==> src/rtl/evt_timer_pkg.sv <==
// Shared definitions for the event timer: register address map.
package evt_timer_pkg;
    typedef enum logic [1:0] {
        REG_LO   = 2'd0,
        REG_HI   = 2'd1,
        REG_FLAG = 2'd2,
        REG_NONE = 2'd3
    } reg_sel_e;
endpackage

==> src/rtl/evt_timer_extedge.sv <==
// External clock synchronizer and armed rising-edge detector.
// Assumes ext_clk levels last at least one clk cycle. A rising edge is
// reported only after a falling edge has been seen since the last restart.
module evt_timer_extedge #(
    parameter int SYNC_STAGES = 2
) (
    input  logic clk,
    input  logic rst_n,
    input  logic ext_clk,
    input  logic restart,
    output logic rise_o
);
    logic [SYNC_STAGES:0] sh_q;
    logic                 armed_q;
    logic                 lvl, prv, rise, fall;

    assign lvl  = sh_q[SYNC_STAGES-1];
    assign prv  = sh_q[SYNC_STAGES];
    assign rise = lvl & ~prv;
    assign fall = ~lvl & prv;

    // Shift the external level through the synchronizer plus history stage.
    always_ff @(posedge clk) begin
        if (!rst_n) sh_q <= '0;
        else        sh_q <= {sh_q[SYNC_STAGES-1:0], ext_clk};
    end

    // Arm on a falling edge; disarm on every restart.
    always_ff @(posedge clk) begin
        if (!rst_n)       armed_q <= 1'b0;
        else if (restart) armed_q <= 1'b0;
        else if (fall)    armed_q <= 1'b1;
    end

    assign rise_o = rise & armed_q;

    AST_NO_RISE_AFTER_RESTART: assert property (@(posedge clk) disable iff (!rst_n)
        restart |=> !rise_o);
endmodule

==> src/rtl/evt_timer_presc.sv <==
// Power-of-two prescaler: one pulse per 2**sel ticks.
// Assumes sel is steady while enabled; the count is cleared while disabled.
module evt_timer_presc #(
    parameter int PS_W = 2
) (
    input  logic            clk,
    input  logic            rst_n,
    input  logic            enable,
    input  logic            tick,
    input  logic [PS_W-1:0] sel,
    output logic            pulse_o
);
    localparam int DIV_W = (1 << PS_W) - 1;
    localparam logic [DIV_W:0] ONE = {{DIV_W{1'b0}}, 1'b1};

    logic [DIV_W-1:0] pre_q;
    logic [DIV_W:0]   lim;
    logic             last;

    assign lim     = (ONE << sel) - ONE;
    assign last    = ({1'b0, pre_q} >= lim);
    assign pulse_o = tick & last;

    // Count ticks within the current group; clear at group end or when stopped.
    always_ff @(posedge clk) begin
        if (!rst_n || !enable) pre_q <= '0;
        else if (tick)         pre_q <= last ? '0 : pre_q + 1'b1;
    end

    AST_PRESC_GROUP: assert property (@(posedge clk) disable iff (!rst_n)
        (enable && tick && !pulse_o) |=> (pre_q != '0));
endmodule

==> src/rtl/evt_timer_core.sv <==
// Counter register with buffered high-byte load, coherent read latch,
// sticky overflow and compare-driven event reset.
// Assumes at most one of wr_lo, wr_hi, wr_clr is high in a cycle.
module evt_timer_core #(
    parameter int BYTE_W = 8
) (
    input  logic              clk,
    input  logic              rst_n,
    input  logic              inc,
    input  logic              evt_mode,
    input  logic [2*BYTE_W-1:0] cmp_val,
    input  logic              wr_lo,
    input  logic              wr_hi,
    input  logic              wr_clr,
    input  logic [BYTE_W-1:0] wr_data,
    input  logic              rd_lo,
    output logic [2*BYTE_W-1:0] count_o,
    output logic [BYTE_W-1:0] rd_hi_o,
    output logic              ovf_o,
    output logic              match_o,
    output logic              trig_o
);
    localparam int CNT_W = 2 * BYTE_W;

    logic [CNT_W-1:0]  cnt_q;
    logic [BYTE_W-1:0] hold_q, rdhi_q;
    logic              ovf_q, trig_q, hit, evt_rst, wrap;

    assign hit     = (cnt_q == cmp_val);
    assign evt_rst = inc & evt_mode & hit & ~wr_lo;
    assign wrap    = inc & ~wr_lo & ~evt_rst & (&cnt_q);

    // Counter: low-byte write loads, event reset clears, pulse increments.
    always_ff @(posedge clk) begin
        if (!rst_n)       cnt_q <= '0;
        else if (wr_lo)   cnt_q <= {hold_q, wr_data};
        else if (evt_rst) cnt_q <= '0;
        else if (inc)     cnt_q <= cnt_q + 1'b1;
    end

    // Holding register for the high byte.
    always_ff @(posedge clk) begin
        if (!rst_n)     hold_q <= '0;
        else if (wr_hi) hold_q <= wr_data;
    end

    // Read latch of the high byte, taken on a low-byte read.
    always_ff @(posedge clk) begin
        if (!rst_n)     rdhi_q <= '0;
        else if (rd_lo) rdhi_q <= cnt_q[CNT_W-1:BYTE_W];
    end

    // Sticky overflow flag; a set wins over a clear.
    always_ff @(posedge clk) begin
        if (!rst_n)      ovf_q <= 1'b0;
        else if (wrap)   ovf_q <= 1'b1;
        else if (wr_clr) ovf_q <= 1'b0;
    end

    // One-cycle trigger after each event reset.
    always_ff @(posedge clk) begin
        if (!rst_n) trig_q <= 1'b0;
        else        trig_q <= evt_rst;
    end

    assign count_o = cnt_q;
    assign rd_hi_o = rdhi_q;
    assign ovf_o   = ovf_q;
    assign match_o = hit;
    assign trig_o  = trig_q;

    AST_TRIG_AT_ZERO: assert property (@(posedge clk) disable iff (!rst_n)
        trig_q |-> (cnt_q == '0));
    AST_HIGH_WRITE_HOLDS: assert property (@(posedge clk) disable iff (!rst_n)
        (wr_hi && !inc) |=> $stable(cnt_q));
    AST_OVF_STICKY: assert property (@(posedge clk) disable iff (!rst_n)
        (ovf_q && !wr_clr) |=> ovf_q);
    AST_MATCH_WAITS_PULSE: assert property (@(posedge clk) disable iff (!rst_n)
        (evt_mode && hit && !inc && !wr_lo) |=> $stable(cnt_q));
endmodule

==> src/rtl/evt_timer.sv <==
// Top of the prescaled event timer: source select, prescaler, counter core
// and byte register access. Assumes one register write per cycle.
module evt_timer #(
    parameter int BYTE_W      = 8,
    parameter int PS_W        = 2,
    parameter int SYNC_STAGES = 2
) (
    input  logic                clk,
    input  logic                rst_n,
    input  logic                run_en,
    input  logic                clk_sel,
    input  logic                ext_clk,
    input  logic [PS_W-1:0]     pre_sel,
    input  logic                evt_mode,
    input  logic [2*BYTE_W-1:0] cmp_val,
    input  logic                wr_en,
    input  logic [1:0]          wr_addr,
    input  logic [BYTE_W-1:0]   wr_data,
    input  logic                rd_en,
    input  logic [1:0]          rd_addr,
    output logic [BYTE_W-1:0]   rd_data,
    output logic                match_o,
    output logic                trig_o,
    output logic                ovf_o
);
    import evt_timer_pkg::*;
    localparam int CNT_W = 2 * BYTE_W;

    reg_sel_e         wsel, rsel;
    logic             run_q, restart, ext_rise, tick, pulse;
    logic             wr_lo, wr_hi, wr_clr, rd_lo;
    logic [CNT_W-1:0] count;
    logic [BYTE_W-1:0] rd_hi;

    assign wsel   = reg_sel_e'(wr_addr);
    assign rsel   = reg_sel_e'(rd_addr);
    assign wr_lo  = wr_en & (wsel == REG_LO);
    assign wr_hi  = wr_en & (wsel == REG_HI);
    assign wr_clr = wr_en & (wsel == REG_FLAG);
    assign rd_lo  = rd_en & (rsel == REG_LO);

    // Remember run_en to detect a start.
    always_ff @(posedge clk) begin
        if (!rst_n) run_q <= 1'b0;
        else        run_q <= run_en;
    end

    assign restart = (run_en & ~run_q) | wr_lo;
    assign tick    = run_en & (clk_sel ? ext_rise : 1'b1);

    evt_timer_extedge #(.SYNC_STAGES(SYNC_STAGES)) edge_i (
        .clk(clk), .rst_n(rst_n), .ext_clk(ext_clk),
        .restart(restart), .rise_o(ext_rise)
    );

    evt_timer_presc #(.PS_W(PS_W)) presc_i (
        .clk(clk), .rst_n(rst_n), .enable(run_en),
        .tick(tick), .sel(pre_sel), .pulse_o(pulse)
    );

    evt_timer_core #(.BYTE_W(BYTE_W)) core_i (
        .clk(clk), .rst_n(rst_n), .inc(pulse), .evt_mode(evt_mode),
        .cmp_val(cmp_val), .wr_lo(wr_lo), .wr_hi(wr_hi), .wr_clr(wr_clr),
        .wr_data(wr_data), .rd_lo(rd_lo), .count_o(count), .rd_hi_o(rd_hi),
        .ovf_o(ovf_o), .match_o(match_o), .trig_o(trig_o)
    );

    // Read data selection by address.
    always_comb begin
        unique case (rsel)
            REG_LO:   rd_data = count[BYTE_W-1:0];
            REG_HI:   rd_data = rd_hi;
            REG_FLAG: rd_data = {{(BYTE_W-1){1'b0}}, ovf_o};
            default:  rd_data = '0;
        endcase
    end

    AST_IDLE_HOLDS: assert property (@(posedge clk) disable iff (!rst_n)
        (!run_en && !wr_lo) |=> $stable(count));
endmodule

==> config.mk <==
export PLATFORM = sky130hd
export DESIGN_NAME = evt_timer
export DESIGN_NICKNAME = d
export VERILOG_FILES = /design/src/rtl/evt_timer_pkg.sv /design/src/rtl/evt_timer_extedge.sv /design/src/rtl/evt_timer_presc.sv /design/src/rtl/evt_timer_core.sv /design/src/rtl/evt_timer.sv
export SDC_FILE = /design/constraint.sdc
export NUM_CORES = 1
export LEC_CHECK = 0
export BUFFER_PORTS_ARGS = -buffer_cell sky130_fd_sc_hd__buf_2
export CAP_MARGIN = 20
export CORE_ASPECT_RATIO = 1.4
export CORE_MARGIN = 2
export CORE_UTILIZATION = 59
export DETAILED_ROUTE_END_ITERATION = 8
export HOLD_SLACK_MARGIN = 0.12
export PLACE_DENSITY = 0.85
export SETUP_SLACK_MARGIN = 0.5
export SLEW_MARGIN = 20
export SYNTH_ARGS = -nofsm -noshare
export SYNTH_HDL_FRONTEND = slang
export SYNTH_SLANG_ARGS = --single-unit
==> constraint.sdc <==
create_clock -name clk -period 7.35 [get_ports clk]
set_input_delay 1.1025 -clock clk [delete_from_list [all_inputs] [get_ports clk]]
set_output_delay 1.1025 -clock clk [all_outputs]
set_load 0.05 [all_outputs]
* Word-level counts from Yosys, hierarchy flattened *
Cells that the tools add are included.
W data, S select, Z words.

storage, ports and cells
  ROM bits = 0
  input bits = 38
  logic and storage cells = 59
  bits in writable memories = 0
  flip-flop bits (word level) = 42
  output and inout bits = 11
  memories kept = 0
  bits in latches = 0

cells by class
  bitwise logic cells = 23
  multiplexer cells = 8
  shift operators = 1
  $mul = 0
  $lt $le $gt $ge = 1
  divide/modulo/power cells = 0
  add/subtract/negate cells = 3
  equality and inequality tests = 5
  reductions and logical operators = 9

operator list
  kind                     count
  $mux W16                 3
  $pmux W8 S3              1
  $add A16 B1 Y16 const B  1
  $and A1 B1 Y1            16
  $eq A16 B16 Y1           1
  $reduce_and A16 Y1       1
  $not A1 Y1               6
  $eq A2 B1 Y1 const B     2
  $eq A2 B2 Y1 const B     2
  $ge A3 B4 Y1             1
  $logic_not A2 Y1         2
  $shl A1 B2 Y4 const A    1
  $sub A4 B1 Y4 const B    1
  $add A3 B1 Y3 const B    1
  $mux W1                  3
  $mux W3                  1
  $reduce_bool A3 Y1       1
  $logic_not A1 Y1         2
  $reduce_bool A2 Y1       1
  $reduce_or A2 Y1         1
  $logic_or A1 B1 Y1       1
  $or A1 B1 Y1             1

* Logic depth before layout (Yosys ltp) *
Gate-level depths: netlist (run 1).

  depth in word-level cells = 13
  gate-level depth with buffers = 10

* Modules after synthesis *
A second synthesis (run 1) with hierarchy kept.

second synthesis, totals
  cells, all modules = 281
  area total of the unflattened synthesis = 2411.1 um^2

by module, submodules not included
  module             instances  area each (um^2)  cells each
  evt_timer_core     1          1805.5            209
  evt_timer_presc    1          261.5             29
  evt_timer          1          211.5             31
  evt_timer_extedge  1          132.6             12

* Worst setup path after synthesis (run 1) *
No wires, ideal clock.

  kind = in2out
  start point = input rd_addr[0]
  end point = output rd_data[0]
  data arrival time = 2.420 ns
  slack = 3.828 ns
  stages on the path = 3
  data required time = 6.247 ns
  cells stage by stage = clkbuf_1 > mux2i_1 > o22ai_1

between the ends
  longest elaborated chain between the ends = 2
  elaborated cells on any way between the ends = 4
  those cells by class = eq/ne (2); mux (1); reduce/logical (1)

RTL lines
  item                                        line             RTL
  from (decl)                                 evt_timer.sv:20  input logic [1:0] rd_addr,
  $eq A2 B2 Y1, or another cell as far along  evt_timer.sv:70  unique case (rsel)
  $pmux W8 S3 (*)                             evt_timer.sv:70
  to (decl)                                   evt_timer.sv:21  output logic [BYTE_W-1:0] rd_data,

Mark *: on every way between the ends. The rest lies on a longest branch, timed or not.

* Worst setup path in the final report (run 1) *
  start point = input cmp_val[15]
  end point = output match_o

between the ends
  longest elaborated chain between the ends = 1

RTL lines
  item            line                  RTL
  from (decl)     evt_timer.sv:15       input logic [2*BYTE_W-1:0] cmp_val,
  $eq A16 B16 Y1  evt_timer_core.sv:29  assign hit = (cnt_q == cmp_val);
  to (decl)       evt_timer.sv:22       output logic match_o,

No other way between the ends.

==> impl_metrics.tcl, run 1 <==
set metrics [dict create \
    status "finished, final reports clean" \
    cts_tree "built" \
    worst_path_most_repeated_cell "buf_2" \
    period_needed_ns 3.39 \
    grt_pass1_wl_mm 9.03 \
    via_per_inst 6.03 \
    cap_violations 0 \
    n_antenna_cell 0 \
    cp_data_arrival_time_ns 2.29 \
    fin_crit_sh_pct 46.1 \
    antenna_found_initial 0 \
    num_vias 2145 \
    gp_congestion 0.935 \
    path_cells "buf_2 -> xnor2_1 -> nand4_1 -> nor4_4 -> buf_2" \
    hold_class "flop to flop" \
    tightest_slew_ns 0.894 \
    synthesis.area_sq_um 2340 \
    finalNetCount 355 \
    layout_commonest_cell "buf_2" \
    syn_inst 272 \
    drc 0 \
    ir_drop_v 0.000213 \
    core_sq_um 3880 \
    syn_to_final_growth_pct 14.0 \
    syn-num-nets 315 \
    rsz0062_at_grt "false" \
    synth-edff-count 0 \
    io_pins 49 \
    wl_per_cell_um 15.7 \
    setup_viol 0 \
    drtPass1Iterations 4 \
    grtUsageTotal_pct 25.9 \
    cts_buffers 5 \
    h-tree-depth 2 \
    cpMaxStageDelayCell "nor4_4" \
    synth-seq-area-share_pct 35.9 \
    cp_max_fo 3 \
    async_flop_share_pct 0 \
    avgSynthCellArea_sq_um 8.60 \
    clk_latency_ns 0.30 \
    detail-route-antenna-nets 0 \
    drtIter0Drc 146 \
    fin_setup_tns_ns 0 \
    synth_cell_types 43 \
    worstSetupStartpointType "primary input" \
    max_freq_ghz 0.295 \
    wl_met2_mm 2.78 \
    post_cts_resized 0 \
    synth-main-ff-cell "dfxtp_1" \
    clkTransAtPathRegs_ns 0.07 \
    synthTopCellsByArea "dfxtp_1 (36%), mux2i_1 (11%), nor2_1 (5.6%), xnor2_1 (5.6%), nand2_1 (3.2%)" \
    grt_max_degree 26 \
    rows 27 \
    hold_slack_ns 0.435 \
    wl_mm 5.57 \
    die_area_sq_um 4490 \
    wl_met1_mm 2.30 \
    yosysTopAreaCell "dfxtp_1" \
    relSlewSlack_pct 40.2 \
    timing_worst_setup_path_type "primary input to primary output" \
    grt_pass1_vias 1958 \
    slew_violations 0 \
    root_buffer "clkbuf_8" \
    wl_met3_um 357 \
    crit_path_max_incr_delay_ns 0.40 \
    yosysWarnings 0 \
    clk_path_buf_depth 2 \
    top_layer_used "met4" \
    initial_core_util_pct 60.2 \
    power_density_nw_per_um2 190 \
    clock-skew-final_ns 0.0118 \
    layout_common_cells "buf_2 (48), dfxtp_1 (42), nor2_1 (35)" \
    cts.sinks 42 \
    ys_seq_elements 42 \
    overflow 0 \
    drive_gt1_share_pct 22.0 \
    cp-end-kind "primary output" \
    hold_buffers 0 \
    synth_top_area_share_pct 35.9 \
    dp_hpwl_mm 4.18 \
    portBuffers 48 \
    die_w_um 57.2 \
    finalHoldViolations 0 \
    cts_setup_buffers 0 \
    die_y_um 78.5 \
    crit_required_ns 6.25 \
    power.leakage_nw 1.14 \
]
[cells by family (layout without fill, tap and decap cells)]
family | after synthesis | in the layout | share of synthesized area, %
xor+xnor | 19 | 19 | 7.43
simple gates | 107 | 107 | 23.2
buf+inv | 22 | 63 | 4.71
compound gates | 50 | 50 | 14.4
flops | 42 | 42 | 35.9
fa+ha+maj | 5 | 5 | 2.67
mux | 27 | 27 | 11.6
[worst paths after layout]
kind / startpoint / end / slack [ns] / cells past startpoint
setup / recovery: cmp_val[15] / match_o / 3.96 / 5
setup reg to reg: presc_i.pre_q[0] / core_i.count_o[5] / 4.99 / 7
hold / removal: edge_i.sh_q[0] / edge_i.sh_q[1] / 0.43 / 1
hold reg to reg: edge_i.sh_q[0] / edge_i.sh_q[1] / 0.43 / 1
[worst max-delay path: cells and delay by family]
kind | cells | cell delay [ns]
simple gates | 2 | 0.59
buf+inv | 2 | 0.44
xor+xnor | 1 | 0.16
[cells in the mapped netlist, drive strengths merged, types with 7 or more instances]
cell type and number:
and3 8, nor2 35, nand3 10, nand2 20
a22oi 7, o21ai 10, mux2i 26, xnor2 16
o22ai 7, dfxtp 42, a21oi 13, clkbuf 8
buf 9, nand4 7
[flip-flops by register name (all words and copies together), names as in the netlist]
signal and flops:
core_i.count_o 16, core_i.hold_q 8, core_i.rd_hi_o 8, edge_i.sh_q 3, presc_i.pre_q 3, core_i.ovf_o 1
core_i.trig_o 1, edge_i.armed_q 1, run_q 1
[layer usage]
| metal | track usage, % | up-vias |
|---|---|---|
| li1 | - | 1057 |
| met1 | 31.0 | 985 |
| met2 | 44.4 | 90 |
| met3 | 4.61 | 13 |
| met4 | 11.9 | 0 |
| met5 | 0 | - |
[where the power goes]
part | internal (mW) | leakage (nW) | switching [mW]
Sequential | 0.236 | 0.341 | 0.0147
Clock | 0.100 | 0.0579 | 0.0806
Combinational | 0.0339 | 0.744 | 0.0399
Total | 0.370 | 1.14 | 0.135
[area by class of cell]
type                    count  area [sq um]
well taps                  43          53.8
multi-input cells         208          1390
inverters                   5          18.8
fillers                   331          1220
flip-flops and latches     42           841
clock buffers               5          68.8
repair buffers             50           255
clock inverters             3          40.0
[stage by stage]
| stage | power, mW | setup slack, ns | util (%) | cells | cell area [sq um] |
|---|---|---|---|---|---|
| 2_1_floorplan | 0.307 | 3.83 | - | 272 | 2340 |
| 3_3_place_gp | 0.328 | 3.96 | 65.8 | 348 | 2560 |
| 3_5_place_dp | 0.329 | 3.94 | 65.8 | 348 | 2560 |
| 4_1_cts | 0.507 | 3.95 | 68.6 | 356 | 2670 |
| 5_1_grt | 0.525 | 3.90 | 68.6 | 356 | 2670 |
| 6_report | 0.505 | 3.96 | 68.6 | 356 | 2670 |
Power figures use the tool's default switching activity.
==> inputs of run 2 (changes only) <==
Settings changed: CORE_UTILIZATION 59 to 49, PLACE_DENSITY 0.85 to 0.76.
Clock period 7.35 ns to 2.9 ns, I/O delays scaled along.
==> run 2 against run 1 <==
Worst setup slack got worse by 3.4 ns. Die area rose by 19%. Combinational power rose to 2.7 times the previous value. Via count barely moved. First-iteration DRC count fell by 14%. Total power rose to 2.5 times the previous value. Non-clock buffer count rose by 4.
==> impl_metrics.tcl, run 2 (same netlist as run 1, synthesis figures left out) <==
set metrics [dict create \
    period_needed_ns 2.37 \
    fin_crit_sh_pct 81.8 \
    crit_path_max_incr_delay_ns 0.34 \
    cpMaxStageDelayCell "a211o_1" \
    finalPower_mw 1.29 \
    grt_use_met3_pct 2.89 \
    detail-route-antenna-nets 0 \
    rows 29 \
    max_freq_ghz 0.422 \
    fillers 430 \
    slew_violations 0 \
    core_sq_um 4570 \
    grt_pass1_wl_mm 9.65 \
    crit_required_ns 3.14 \
    largest_register_ffs 16 \
    critPathTopFamily "simple AND/OR/NAND/NOR gates" \
    io_pins 49 \
    use_met2_pct 42.1 \
    clk_latency_ns 0.30 \
    relSlewSlack_pct 61.4 \
    die_y_um 85.8 \
    cts.sinks 42 \
    cap_violations 0 \
    gp_congestion 0.871 \
    cts_tree "built" \
    antenna_found_initial 0 \
    status "finished, final reports clean" \
    setup_viol 0 \
    root_buffer "clkbuf_8" \
    grt_pass1_vias 2040 \
    dp_hpwl_mm 4.52 \
    wl_per_cell_um 15.7 \
    fin_setup_tns_ns 0 \
    crit_start "pre_sel[0]" \
    cp_data_arrival_time_ns 2.62 \
    cp_max_fo 7 \
    clkTransAtPathRegs_ns 0.08 \
    cts_setup_buffers 0 \
    layout_commonest_cell "buf_2" \
    n_antenna_cell 0 \
    die_area_sq_um 5350 \
    finalHoldViolations 0 \
    reg2reg_from "presc_i.pre_q[0]" \
    power_density_nw_per_um2 471 \
    drc 0 \
    clock-skew-final_ns 0.00431 \
    power.leakage_nw 1.16 \
    finalNetCount 359 \
    post-route-util_pct 59.8 \
    grt_use_met1_pct 25.7 \
    rr_worst_depth 8 \
    h-tree-depth 2 \
    layout_common_cells "buf_2 (48), dfxtp_1 (42), nor2_1 (35)" \
    drtIter0Drc 126 \
    drtPass1Iterations 4 \
    busiest_layer "met2" \
    path_cells "buf_2 -> or2_2 -> ha_1 -> nand2b_1 -> a211o_1 -> and3_1 -> a31oi_2 -> nor4b_1 -> a211o_1" \
    grtUsageTotal_pct 22.7 \
    r2r_slack_ns 0.61 \
    drive_gt1_share_pct 23.0 \
    worstSetupStartpointType "primary input" \
    via_per_inst 5.66 \
    clk_path_buf_depth 2 \
    r2r-end "core_i.count_o[5]" \
    syn_to_final_growth_pct 16.8 \
    hold_class "primary input to flop" \
    crit_end "core_i.count_o[5]" \
    placed_area_sq_um 2610 \
    ir_drop_v 0.000307 \
    wl_mm 5.95 \
    final_cell_area_sq_um 2730 \
    cp-end-kind "flop" \
    die_w_um 62.4 \
    initial_core_util_pct 51.2 \
    timing_worst_setup_path_type "primary input to flop" \
    path_depth 9 \
    portBuffers 48 \
    cts_buffers 5 \
    worst_path_most_repeated_cell "a211o_1" \
    num_vias 2147 \
    grt_max_degree 26 \
    overflow 0 \
    tightest_slew_ns 0.577 \
    path_buf_inv 1 \
    rsz0062_at_grt "true" \
]
==> run 2: final cells by class <==
type                    count  area, sq um  share of cell area [%]
inverters                   5         18.8                   0.686
well taps                  62         77.6                    2.84
flip-flops and latches     42          841                    30.8
repair buffers             54          285                    10.4
multi-input cells         208         1400                    51.3
clock buffers               6         72.6                    2.65
clock inverters             2         37.5                    1.37
==> run 2: layer usage <==
metal	vias to the layer above	share of wire, %	routed length (um)
met5	-	0	0
met4	0	3.1	182
met3	16	4.8	283
met2	73	52	3120
met1	998	40	2370
li1	1060	-	-
==> run 2: how the worst min path moves through the flow <==
stage	startpoint	end	slack (ns)	depth (start not counted)
5_1_grt	ext_clk	edge_i.sh_q[0]	0.35	2
6_report	ext_clk	edge_i.sh_q[0]	0.34	2
2_1_floorplan	edge_i.sh_q[0]	edge_i.sh_q[1]	0.41	1
3_5_place_dp	edge_i.sh_q[0]	edge_i.sh_q[1]	0.42	1
4_1_cts	ext_clk	edge_i.sh_q[0]	0.34	2
3_3_place_gp	edge_i.sh_q[0]	edge_i.sh_q[1]	0.42	1
==> run 2: metrics by stage <==
stage	worst slack [ns]	hold WS, ns	std cells
CTS	0.538	0.337	379
global placement	0.231	0.416	371
floorplan	0.500	0.412	272
detailed placement	0.199	0.424	371
finish	0.529	0.339	379
global route	0.477	0.349	379
==> run 2: where the power goes <==
part,switching [mW],internal [mW],total (mW)
combinational,0.106,0.0900,0.196
sequential,0.0357,0.599,0.635
clock,0.201,0.257,0.458
==> run 2: timing repair <==
| item | 4_1_cts | 5_1_grt |
|---|---|---|
| hold endpoints to repair | 0 | 0 |
| endpoints found under the setup margin | 5 | 2 |
| gates resized for setup | 1 | 1 |
| cloned | 0 | 0 |
| pin swaps | 0 | 0 |
| hold buffers | 0 | 0 |
==> inputs of run 3 (changes only) <==
Settings changed: ABC_AREA set to 1, CORE_UTILIZATION 49 to 55, PLACE_DENSITY 0.76 to 0.79.
Clock period 2.9 ns to 2.2 ns, I/O delays scaled along.
==> run 3 against run 2 <==
Clock power is 4% higher. Area after synthesis is 8.1% higher. Register-to-register slack worse by 0.23 ns. Design area is 25% higher. Non-clock buffer count is 20 higher. Die area is 3.5% lower. Critical endpoint is now match_o. Global-route usage is 6.6 points higher. Critical path type is now flop to primary output.
==> impl_metrics.tcl, run 3 <==
set metrics [dict create \
    status "finished, final reports clean" \
    synth_mux_area_share_pct 0 \
    antenna_found_initial 0 \
    cp_data_arrival_time_ns 1.54 \
    post-route-util_pct 76.5 \
    path_cells "xor2_1 -> nor2_1 -> nand2_1 -> nor2_2 -> and2_4 -> buf_8" \
    largest_register_ffs 16 \
    avgSynthCellArea_sq_um 6.69 \
    grt_pass1_vias 2503 \
    synthTopCellsByCount "nand2_1 (69), inv_1 (46), a21oi_1 (42), dfxtp_1 (42), o21ai_0 (40)" \
    max_freq_ghz 0.534 \
    timing_worst_setup_path_type "flop to primary output" \
    synth-xor-area-share_pct 6.23 \
    ys_seq_elements 42 \
    hold_depth 3 \
    reg2reg_from "presc_i.pre_q[1]" \
    core_sq_um 4460 \
    synth-seq-area-share_pct 33.2 \
    h-tree-depth 2 \
    gp_congestion 0.937 \
    drtIter0Drc 199 \
    cts.sinks 42 \
    drtPass1Iterations 5 \
    synthesis.area_sq_um 2530 \
    rsz0062_at_grt "true" \
    grt_pass1_wl_mm 11.4 \
    num_vias 2881 \
    path_buf_inv 1 \
    crit_required_ns 1.87 \
    portBuffers 48 \
    worstSetupStartpointType "flop" \
    min_from "ext_clk" \
    r2r_slack_ns 0.38 \
    rows 29 \
    cpMaxStageDelayCell "dfxtp_4" \
    final_cell_area_sq_um 3410 \
    grt_max_degree 38 \
    ir_drop_v 0.000474 \
    fin_crit_sh_pct 85.1 \
    drc 0 \
    io_pins 49 \
    fin_setup_tns_ns 0 \
    synth-edff-count 0 \
    overflow 0 \
    hold_path_end "edge_i.sh_q[0]" \
    critPathTopFamily "simple AND/OR/NAND/NOR gates" \
    clk_path_buf_depth 2 \
    cts_buffers 5 \
    finalNetCount 493 \
    hold_buffers 0 \
    syn-num-nets 421 \
    setup_viol 0 \
    cap_violations 0 \
    die_y_um 84.3 \
    root_buffer "clkbuf_8" \
    initial_core_util_pct 56.7 \
    synth_cell_types 31 \
    slew_violations 0 \
    layout_commonest_cell "nand2_1" \
    power.leakage_nw 1.59 \
    yosys.area_share.simple_pct 28.8 \
    placed_area_sq_um 2840 \
    wl_mm 8.26 \
    drive_gt1_share_pct 38.2 \
    period_needed_ns 1.87 \
    synthTopCellsByArea "dfxtp_1 (33%), nand2_1 (10%), a21oi_1 (8.3%), o21ai_0 (7.9%), inv_1 (6.8%)" \
    synth-main-ff-cell "dfxtp_1" \
    clock-skew-final_ns 0.00580 \
    wl_per_cell_um 16.1 \
    syn_inst 378 \
    grtUsageTotal_pct 29.3 \
    fillers 340 \
    yosysTopAreaCell "dfxtp_1" \
    tightest_slew_ns 0.724 \
    r2r-end "core_i.count_o[3]" \
    die_w_um 61.3 \
    syn_to_final_growth_pct 34.9 \
    hold_class "primary input to flop" \
    via_per_inst 5.63 \
    synth_adder_area_share_pct 2.47 \
    layout_common_cells "nand2_1 (67), buf_2 (45), inv_1 (43)" \
    yosysWarnings 0 \
    async_flop_share_pct 0 \
    cts_tree "built" \
    n_antenna_cell 0 \
    yosysMostFrequentCell "nand2_1" \
    clkTransAtPathRegs_ns 0.08 \
    synth_compound_area_share_pct 18.5 \
    die_area_sq_um 5170 \
    finalHoldViolations 0 \
    cp-end-kind "primary output" \
    synth_top_area_share_pct 33.2 \
    dp_hpwl_mm 5.09 \
    relSlewSlack_pct 51.7 \
    rr_worst_depth 11 \
    detail-route-antenna-nets 0 \
    power_density_nw_per_um2 519 \
    clk_latency_ns 0.30 \
    crit_path_max_incr_delay_ns 0.36 \
    synth_top_family_by_area "simple AND/OR/NAND/NOR gates" \
    cp_max_fo 2 \
]
## run 3: area by class of cell
| cell class | count | area, sq um | area share [%] |
|---|---|---|---|
| inverter | 54 | 213 | 6.23 |
| tap | 62 | 77.6 | 2.27 |
| multi-input combinational | 272 | 1670 | 49.0 |
| clock inverter | 2 | 10.0 | 0.293 |
| sequential | 42 | 893 | 26.2 |
| timing repair inverter | 1 | 8.76 | 0.257 |
| clock buffer | 5 | 68.8 | 2.02 |
| timing repair buffer | 74 | 469 | 13.7 |
## run 3: stage by stage
stage	cells	setup WS (ns)	hold WS (ns)	total power, mW
after global placement	481	0.286	0.401	1.18
after detailed placement	481	0.288	0.401	1.19
final	512	0.328	0.211	1.77
after CTS	501	0.397	0.214	1.68
after global routing	512	0.242	0.228	1.86
after floorplan	378	0.231	0.390	1.08
## run 3: kinds of logic (layout without fill, tap and decap cells)
logic type,Yosys count,after routing
xor+xnor,18,18
simple gates,158,160
buf+inv,66,136
flops,42,42
compound gates,89,89
fa+ha+maj,5,5
## run 3: power breakdown
group,switching (mW),internal (mW)
Sequential,0.0466,0.803
Combinational,0.269,0.176
Clock,0.264,0.213
## run 3: worst max-delay path by stage
stage | start | end | slack, ns | depth (start not counted)
finish | core_i.count_o[14] | match_o | 0.33 | 6
floorplan | rd_addr[1] | rd_data[2] | 0.23 | 3
detailed placement | core_i.count_o[1] | core_i.ovf_o | 0.29 | 7
global placement | core_i.count_o[1] | core_i.ovf_o | 0.29 | 7
global route | core_i.count_o[14] | match_o | 0.24 | 6
CTS | core_i.count_o[13] | match_o | 0.40 | 6
## run 3: routing by layer
metal  vias up  GRT usage [%]  share of wire (%)
met5         -              0                  0
met4         0           16.8                7.0
met3        46           4.78                7.4
met2       164           48.7                 50
met1      1293           33.8                 36
li1       1378              -                  -
## run 3: worst register-to-register path: stages (launching register included)
cell	delay (ns)
dfxtp_2	0.35
ha_4	0.28
nand2_2	0.05
nand2_1	0.04
nand2_1	0.06
nand3_2	0.08
nand2_4	0.08
buf_6	0.13
nor2_4	0.23
nand3_4	0.23
nand3_2	0.12
a21oi_1	0.07
## run 3: what timing repair did
item	4_1_cts	5_1_grt
resized for setup	33	71
pin swaps	17	26
setup buffers	13	8
gates cloned	0	3
endpoints found under the setup margin	10	25
